--- src/rtl/rotl_pkg.sv ---
package rotl_pkg;

  localparam int DATA_W   = 16;
  localparam int NARROW_W = 8;
  localparam int OPC_W    = 8;
  localparam int DPL_W    = 8;
  localparam int LEN_W    = 2;
  localparam int CYC_W    = 4;

  typedef enum logic [2:0] {
    AM_ACC  = 3'd0,
    AM_DP   = 3'd1,
    AM_DPX  = 3'd2,
    AM_ABS  = 3'd3,
    AM_ABSX = 3'd4
  } addr_mode_e;

  localparam logic [OPC_W-1:0] OPC_ACC  = 8'h2A;
  localparam logic [OPC_W-1:0] OPC_DP   = 8'h26;
  localparam logic [OPC_W-1:0] OPC_DPX  = 8'h36;
  localparam logic [OPC_W-1:0] OPC_ABS  = 8'h2E;
  localparam logic [OPC_W-1:0] OPC_ABSX = 8'h3E;

endpackage

--- src/rtl/rotl_rst_sync.sv ---
module rotl_rst_sync (
  input  logic clk,
  input  logic rst_n,
  output logic rst_sync_n
);

  logic [1:0] sync_q;

  always_ff @(posedge clk or negedge rst_n) begin
    if (!rst_n) begin
      sync_q <= 2'b00;
    end else begin
      sync_q <= {sync_q[0], 1'b1};
    end
  end

  assign rst_sync_n = sync_q[1];

endmodule

--- src/rtl/rotl_decode.sv ---
module rotl_decode
  import rotl_pkg::*;
#(
  parameter int OPC_W_P = OPC_W,
  parameter int LEN_W_P = LEN_W
) (
  input  logic [OPC_W_P-1:0] opcode,
  output logic               legal,
  output addr_mode_e         mode,
  output logic [LEN_W_P-1:0] length
);

  always_comb begin
    legal = 1'b1;
    mode  = AM_ACC;
    unique case (opcode)
      OPC_ACC:  mode = AM_ACC;
      OPC_DP:   mode = AM_DP;
      OPC_DPX:  mode = AM_DPX;
      OPC_ABS:  mode = AM_ABS;
      OPC_ABSX: mode = AM_ABSX;
      default:  legal = 1'b0;
    endcase
  end

  always_comb begin
    unique case (mode)
      AM_ACC:         length = LEN_W_P'(1);
      AM_DP, AM_DPX:  length = LEN_W_P'(2);
      default:        length = LEN_W_P'(3);
    endcase
  end

endmodule

--- src/rtl/rotl_timing.sv ---
module rotl_timing
  import rotl_pkg::*;
#(
  parameter int DPL_W_P = DPL_W,
  parameter int CYC_W_P = CYC_W
) (
  input  addr_mode_e         mode,
  input  logic               wide,
  input  logic [DPL_W_P-1:0] dp_low,
  output logic [CYC_W_P-1:0] cycles
);

  logic [CYC_W_P-1:0] base_cyc;
  logic [CYC_W_P-1:0] wide_pen;
  logic [CYC_W_P-1:0] page_pen;
  logic               is_dp_form;

  always_comb begin
    unique case (mode)
      AM_ACC:  base_cyc = CYC_W_P'(2);
      AM_DP:   base_cyc = CYC_W_P'(5);
      AM_DPX:  base_cyc = CYC_W_P'(6);
      AM_ABS:  base_cyc = CYC_W_P'(6);
      default: base_cyc = CYC_W_P'(7);
    endcase
  end

  assign is_dp_form = (mode == AM_DP) || (mode == AM_DPX);

  always_comb begin
    wide_pen = '0;
    page_pen = '0;
    if (wide && (mode != AM_ACC)) begin
      wide_pen = CYC_W_P'(2);
    end
    if (is_dp_form && (|dp_low)) begin
      page_pen = CYC_W_P'(1);
    end
  end

  assign cycles = base_cyc + wide_pen + page_pen;

endmodule

--- src/rtl/rotl_datapath.sv ---
module rotl_datapath #(
  parameter int DATA_W_P   = 16,
  parameter int NARROW_W_P = 8
) (
  input  logic [DATA_W_P-1:0] operand,
  input  logic                carry,
  input  logic                wide,
  output logic [DATA_W_P-1:0] result,
  output logic                neg,
  output logic                zero,
  output logic                carry_out
);

  logic [DATA_W_P-1:0]   full_rot;
  logic [NARROW_W_P-1:0] low_rot;
  logic [DATA_W_P-1:0]   narrow_res;

  assign full_rot = {operand[DATA_W_P-2:0], carry};
  assign low_rot  = {operand[NARROW_W_P-2:0], carry};

  generate
    if (DATA_W_P > NARROW_W_P) begin : g_upper_pass
      assign narrow_res = {operand[DATA_W_P-1:NARROW_W_P], low_rot};
    end else begin : g_no_upper
      assign narrow_res = low_rot;
    end
  endgenerate

  always_comb begin
    if (wide) begin
      result    = full_rot;
      carry_out = operand[DATA_W_P-1];
      neg       = full_rot[DATA_W_P-1];
      zero      = ~|full_rot;
    end else begin
      result    = narrow_res;
      carry_out = operand[NARROW_W_P-1];
      neg       = low_rot[NARROW_W_P-1];
      zero      = ~|low_rot;
    end
  end

endmodule

--- src/rtl/rotl_exec_unit.sv ---
module rotl_exec_unit
  import rotl_pkg::*;
#(
  parameter int DATA_W_P   = DATA_W,
  parameter int NARROW_W_P = NARROW_W,
  parameter int CYC_W      = rotl_pkg::CYC_W
) (
  input  logic                clk,
  input  logic                rst_n,
  input  logic                start_i,
  input  logic [OPC_W-1:0]    opcode_i,
  input  logic [DATA_W_P-1:0] operand_i,
  input  logic                carry_i,
  input  logic                wide_i,
  input  logic [DPL_W-1:0]    dp_low_i,
  output logic [DATA_W_P-1:0] result_o,
  output logic                flag_n_o,
  output logic                flag_z_o,
  output logic                flag_c_o,
  output logic [LEN_W-1:0]    length_o,
  output logic [CYC_W-1:0]    cycles_o,
  output logic                busy_o,
  output logic                done_o,
  output logic                illegal_o
);

  logic rst_sync_n;

  rotl_rst_sync u_rst (
    .clk        (clk),
    .rst_n      (rst_n),
    .rst_sync_n (rst_sync_n)
  );

  // decode of the incoming instruction
  logic             in_legal;
  addr_mode_e       in_mode;
  logic [LEN_W-1:0] in_len;
  logic [CYC_W-1:0] in_cyc;

  rotl_decode #(.OPC_W_P(OPC_W), .LEN_W_P(LEN_W)) u_dec (
    .opcode (opcode_i),
    .legal  (in_legal),
    .mode   (in_mode),
    .length (in_len)
  );

  rotl_timing #(.DPL_W_P(DPL_W), .CYC_W_P(CYC_W)) u_tim (
    .mode   (in_mode),
    .wide   (wide_i),
    .dp_low (dp_low_i),
    .cycles (in_cyc)
  );

  // latched instruction state
  logic                accept;
  logic [DATA_W_P-1:0] opnd_q;
  logic                carry_q;
  logic                wide_q;
  logic                legal_q;
  logic                issued_q;
  logic [LEN_W-1:0]    len_q, len_d;
  logic [CYC_W-1:0]    cyc_q, cyc_d;

  // sequencer state
  logic                busy_q, busy_d;
  logic [CYC_W-1:0]    cnt_q, cnt_d;

  assign accept = start_i & ~busy_q;
  assign len_d  = in_legal ? in_len : '0;
  assign cyc_d  = in_legal ? in_cyc : '0;

  always_ff @(posedge clk or negedge rst_sync_n) begin
    if (!rst_sync_n) begin
      opnd_q   <= '0;
      carry_q  <= 1'b0;
      wide_q   <= 1'b0;
      legal_q  <= 1'b0;
      issued_q <= 1'b0;
      len_q    <= '0;
      cyc_q    <= '0;
    end else if (accept) begin
      opnd_q   <= operand_i;
      carry_q  <= carry_i;
      wide_q   <= wide_i;
      legal_q  <= in_legal;
      issued_q <= 1'b1;
      len_q    <= len_d;
      cyc_q    <= cyc_d;
    end
  end

  // next-state of the cycle counter
  always_comb begin
    busy_d = busy_q;
    cnt_d  = cnt_q;
    if (accept) begin
      busy_d = in_legal;
      cnt_d  = in_legal ? (in_cyc - CYC_W'(1)) : '0;
    end else if (busy_q) begin
      if (cnt_q == '0) begin
        busy_d = 1'b0;
      end else begin
        cnt_d = cnt_q - CYC_W'(1);
      end
    end
  end

  always_ff @(posedge clk or negedge rst_sync_n) begin
    if (!rst_sync_n) begin
      busy_q <= 1'b0;
      cnt_q  <= '0;
    end else begin
      busy_q <= busy_d;
      cnt_q  <= cnt_d;
    end
  end

  // rotation on the latched operand
  logic [DATA_W_P-1:0] rot_res;
  logic                rot_n, rot_z, rot_c;

  rotl_datapath #(.DATA_W_P(DATA_W_P), .NARROW_W_P(NARROW_W_P)) u_dp (
    .operand   (opnd_q),
    .carry     (carry_q),
    .wide      (wide_q),
    .result    (rot_res),
    .neg       (rot_n),
    .zero      (rot_z),
    .carry_out (rot_c)
  );

  logic show;
  assign show = issued_q & legal_q;

  assign result_o  = show ? rot_res : '0;
  assign flag_n_o  = show & rot_n;
  assign flag_z_o  = show & rot_z;
  assign flag_c_o  = show & rot_c;
  assign length_o  = len_q;
  assign cycles_o  = cyc_q;
  assign busy_o    = busy_q;
  assign done_o    = busy_q & (cnt_q == '0);
  assign illegal_o = issued_q & ~legal_q;

endmodule

--- config.mk ---
export PLATFORM = sky130hd
export DESIGN_NAME = rotl_exec_unit
export DESIGN_NICKNAME = d
export VERILOG_FILES = /design/src/rtl/rotl_pkg.sv /design/src/rtl/rotl_rst_sync.sv /design/src/rtl/rotl_decode.sv /design/src/rtl/rotl_timing.sv /design/src/rtl/rotl_datapath.sv /design/src/rtl/rotl_exec_unit.sv
export SDC_FILE = /design/constraint.sdc
export NUM_CORES = 1
export LEC_CHECK = 0
export CORE_MARGIN = 4
export CORE_UTILIZATION = 30
export DETAILED_ROUTE_END_ITERATION = 16
export PLACE_DENSITY = 0.56
export REMOVE_ABC_BUFFERS = 1
export SKIP_LAST_GASP = 1
export SYNTH_ARGS = -nofsm -noshare
export SYNTH_HDL_FRONTEND = slang
export SYNTH_HIERARCHICAL = 1
export SYNTH_SLANG_ARGS = --single-unit
--- constraint.sdc ---
create_clock -name clk -period 1.3 [get_ports clk]
set_input_delay 0.195 -clock clk [delete_from_list [all_inputs] [get_ports clk]]
set_output_delay 0.195 -clock clk [all_outputs]
set_load 0.02 [all_outputs]
==> flow_summary_export.csv <==
group,metric,value,unit
status,status,"complete, but fails checks",
status,violations,"setup timing",
sta,fin_crit_sh,1.88,
clock_tree,tritoncts,"yes",
min_path,hp-class,"in -> async",
yosys,ys_ff_latch,33,
die,start_util,0.316,
die,num_io_pins,65,
final_layout,syn2layout_area_growth,74.7,%
yosys,synth-edff-count,0,
clock_tree,numCtsBuffers,5,
sta,tns,-10970,ps
clock_tree,clk_pin_slew_worst_paths,70,ps
sta,setup_ws,-1150,ps
sta,setup_viol,30,
detailed_routing,wl_met1,2480,um
detailed_routing,vias_per_cell,4.65,
detailed_routing,finalWirelength,5760,um
critical_path,cpPeakStageDelay,440,ps
clock_tree,root_buffer,"clkbuf_8",
power,cellPowerDensity,1280,nW/um^2
final_layout,final_layout_size_suffix_gt1_frac,0.489,
die,dieArea,8190,um^2
clock_tree,clk_latency,280,ps
grt,grt_pass1_vias,2018,
clock_tree,htree_levels,2,
sta,worst_hold_slack,71.9,ps
grt,grt.total_usage,0.141,
die,die_h,90.5,um
yosys,yosysWarnings,6,
critical_path,reg2reg_depth,6,
final_layout,antennaDiodeCount,0,
sta,fin_skew,8.91,ps
grt,grt_max_degree,32,
clock_tree,clock-sinks,33,
critical_path,cp_top_family,"adder cells",
detailed_routing,wl_met3,287,um
detailed_routing,routed.top_layer,"met4",
yosys,syn_area,2040,um^2
detailed_routing,avgRoutedWirePerCell,13.3,um
clock_tree,clockBufferDepth,2,
detailed_routing,drt-initial-drc-count,59,
detailed_routing,ant_nets,0,
critical_path,crit_chain,"buf_6 -> nand4bb_4 -> nor4_2 -> buf_4 -> xnor2_2 -> a211oi_2 -> ha_2 -> inv_2 -> fa_1 -> inv_2 -> inv_2 -> ha_4 -> nand2b_4 -> a22oi_2 -> o22a_1",
detailed_routing,dr.pass1.iters,4,
power,ir_drop,0.504,mV
critical_path,regToRegStartpoint,"cnt_q[0]",
critical_path,ff2ff_setup_slack,-50,ps
grt,grt_overflow_total,0,
die,fp-row-count,29,
yosys,synth_async_sr_flop_share,1.00,
die,core_area,6460,um^2
critical_path,required,1460,ps
sta,rsz0062_at_grt,"true",
yosys,ys_seq_area_frac,0.405,
critical_path,r2r-end,"cnt_q[0]",
critical_path,cp_max_fo,3,
final_layout,nets,397,
yosys,synth_cells,233,
critical_path,path_class,"in -> reg",
critical_path,startpoint_type,"input port",
critical_path,cp.arrival,2610,ps
place,hpwl,3900,um
critical_path,crit_slowest_cell,"fa_1",
yosys,synth_cell_types,45,
grt,grt_pass1_wl,9460,um
grt,antenna_found_initial,0,
detailed_routing,vias,2013,
die,die_x,90.5,um
sta,finalMaxSlewViolations,0,
detailed_routing,drcViolationCount,0,
critical_path,critPathBufInv,5,
place,portBuffers,64,
critical_path,path_common_cell,"inv_2",
critical_path,end_kind,"flip-flop",
clock_tree,hold_buffers,0,
detailed_routing,wl_met2,2930,um
yosys,synth.avg_cell_area,8.76,um^2
sta,fmax,0.409,GHz
flow_run,maxCapViolations,0,
yosys,synth-main-ff-cell,"dfrtp_1",
sta,finalCriticalPeriod,2450,ps
place,gp_congestion,0.774,
sta,hold_violations,0,
power,p_leak,1.72,nW
==> where the power goes <==
part	switching, mW	internal (mW)	total (mW)	leakage, nW
Sequential	0.201	1.31	1.51	0.413
Combinational	0.998	1.28	2.28	1.27
Clock	0.389	0.369	0.759	0.0439
==> worst reg2reg max path, cell delays in order (launching register included) <==
cell,delay [ps]
dfrtp_1,360
inv_2,60
ha_4,150
and4bb_4,200
buf_4,140
nor2_1,160
o221ai_1,140
==> layout make-up <==
| class | count | area [um^2] |
|---|---|---|
| Fill cell | 610 | 2890 |
| Timing Repair Buffer | 135 | 1260 |
| Multi-Input combinational cell | 169 | 1250 |
| Sequential cell | 33 | 827 |
| Tap cell | 77 | 96.3 |
| Clock buffer | 5 | 68.8 |
| Inverter | 11 | 41.3 |
| Clock inverter | 3 | 17.5 |
==> per-layer routing <==
layer	track usage	vias up
met3	0.0433	6
met1	0.165	946
met5	0	-
met2	0.247	48
li1	-	1013
met4	0.0370	0
==> synth_stat cells, types with 4 or more instances <==
master    number  area [um^2]
nand2b_1       5         31.3
mux2_2         8         90.1
buf_4         12         90.1
ha_1           4         50.1
clkbuf_1       4         15.0
inv_1         11         41.3
o21ai_1        4         20.0
nor4_1         7         43.8
and3_1        19          119
nor2_1         6         22.5
nand2_1       73          274
dfrtp_1       33          826
==> kinds of logic after synthesis <==
logic type	synth area share
AND/OR/NAND/NOR	0.338
multiplexers	0.0491
adder cells (fa/ha/maj)	0.0343
AO/OA/AOI/OAI	0.0638
XOR/XNOR	0.0172
buffers and inverters	0.0907
other	0.00184
flip-flops	0.405
==> cell usage in the layout (no fill, tap or decap), types with 2 or more instances in the layout <==
master           Yosys  routed
nor2_1               6       5
and3_4               0      18
dfrtp_1             33      32
nor4_1               7       2
buf_12               0       2
clkdlybuf4s15_2      0       3
nor2b_4              1       2
nor4_2               2       7
clkdlybuf4s50_1      0      27
nor3_1               3       2
inv_2                0       6
buf_2                1       2
inv_1               11       5
nand2b_4             1       2
clkbuf_8             0       5
buf_6                3      34
nand2_1             73      71
o21ai_1              4       5
o21ai_2              0       2
nor3_2               1       2
nand2b_1             5       4
dlygate4sd2_1        0       7
buf_4               12      57
a21oi_1              2       2
nand3_1              3       3
mux2_2               8       7
ha_4                 0       2
clkinv_2             0       2
a211oi_2             1       2
==> worst max path at each step <==
stage	end	depth (start not counted)	slack [ps]	from
finish	cnt_q[1]	15	-1150	opcode_i[7]
global placement	cnt_q[2]	15	-1820	opcode_i[1]
detailed placement	cnt_q[2]	15	-1880	opcode_i[1]
global route	cnt_q[1]	15	-1280	opcode_i[7]
floorplan	cnt_q[2]	13	-1620	opcode_i[7]
CTS	cnt_q[1]	15	-1180	opcode_i[0]
==> sequential cells by signal, summed over array words and instances, names as in the netlist <==
| register | count |
|---|---|
| wide_q | 1 |
| legal_q | 1 |
| opnd_q | 16 |
| carry_q | 1 |
| busy_o | 1 |
| length_o | 2 |
| u_rst/sync_q | 2 |
| cnt_q | 4 |
| issued_q | 1 |
| cycles_o | 4 |
==> through the flow <==
step / cells / utilization / power (mW) / worst slack (ps) / area (um^2)
after floorplan: 213 / - / 2.41 / -1620 / 1900
after global placement: 404 / 0.470 / 3.35 / -1820 / 3030
after detailed placement: 404 / 0.470 / 3.38 / -1880 / 3030
after CTS: 429 / 0.518 / 4.39 / -1180 / 3350
after global routing: 433 / 0.552 / 4.91 / -1280 / 3560
final: 433 / 0.552 / 4.55 / -1150 / 3560
==> what timing repair did <==
item	4_1_cts	5_1_grt
buffers inserted	17	8
setup endpoints to repair	40	35
cloned	0	0
pin swaps	22	22
resized for setup	180	52
Note: power is estimated with default switching activity, not from simulation.
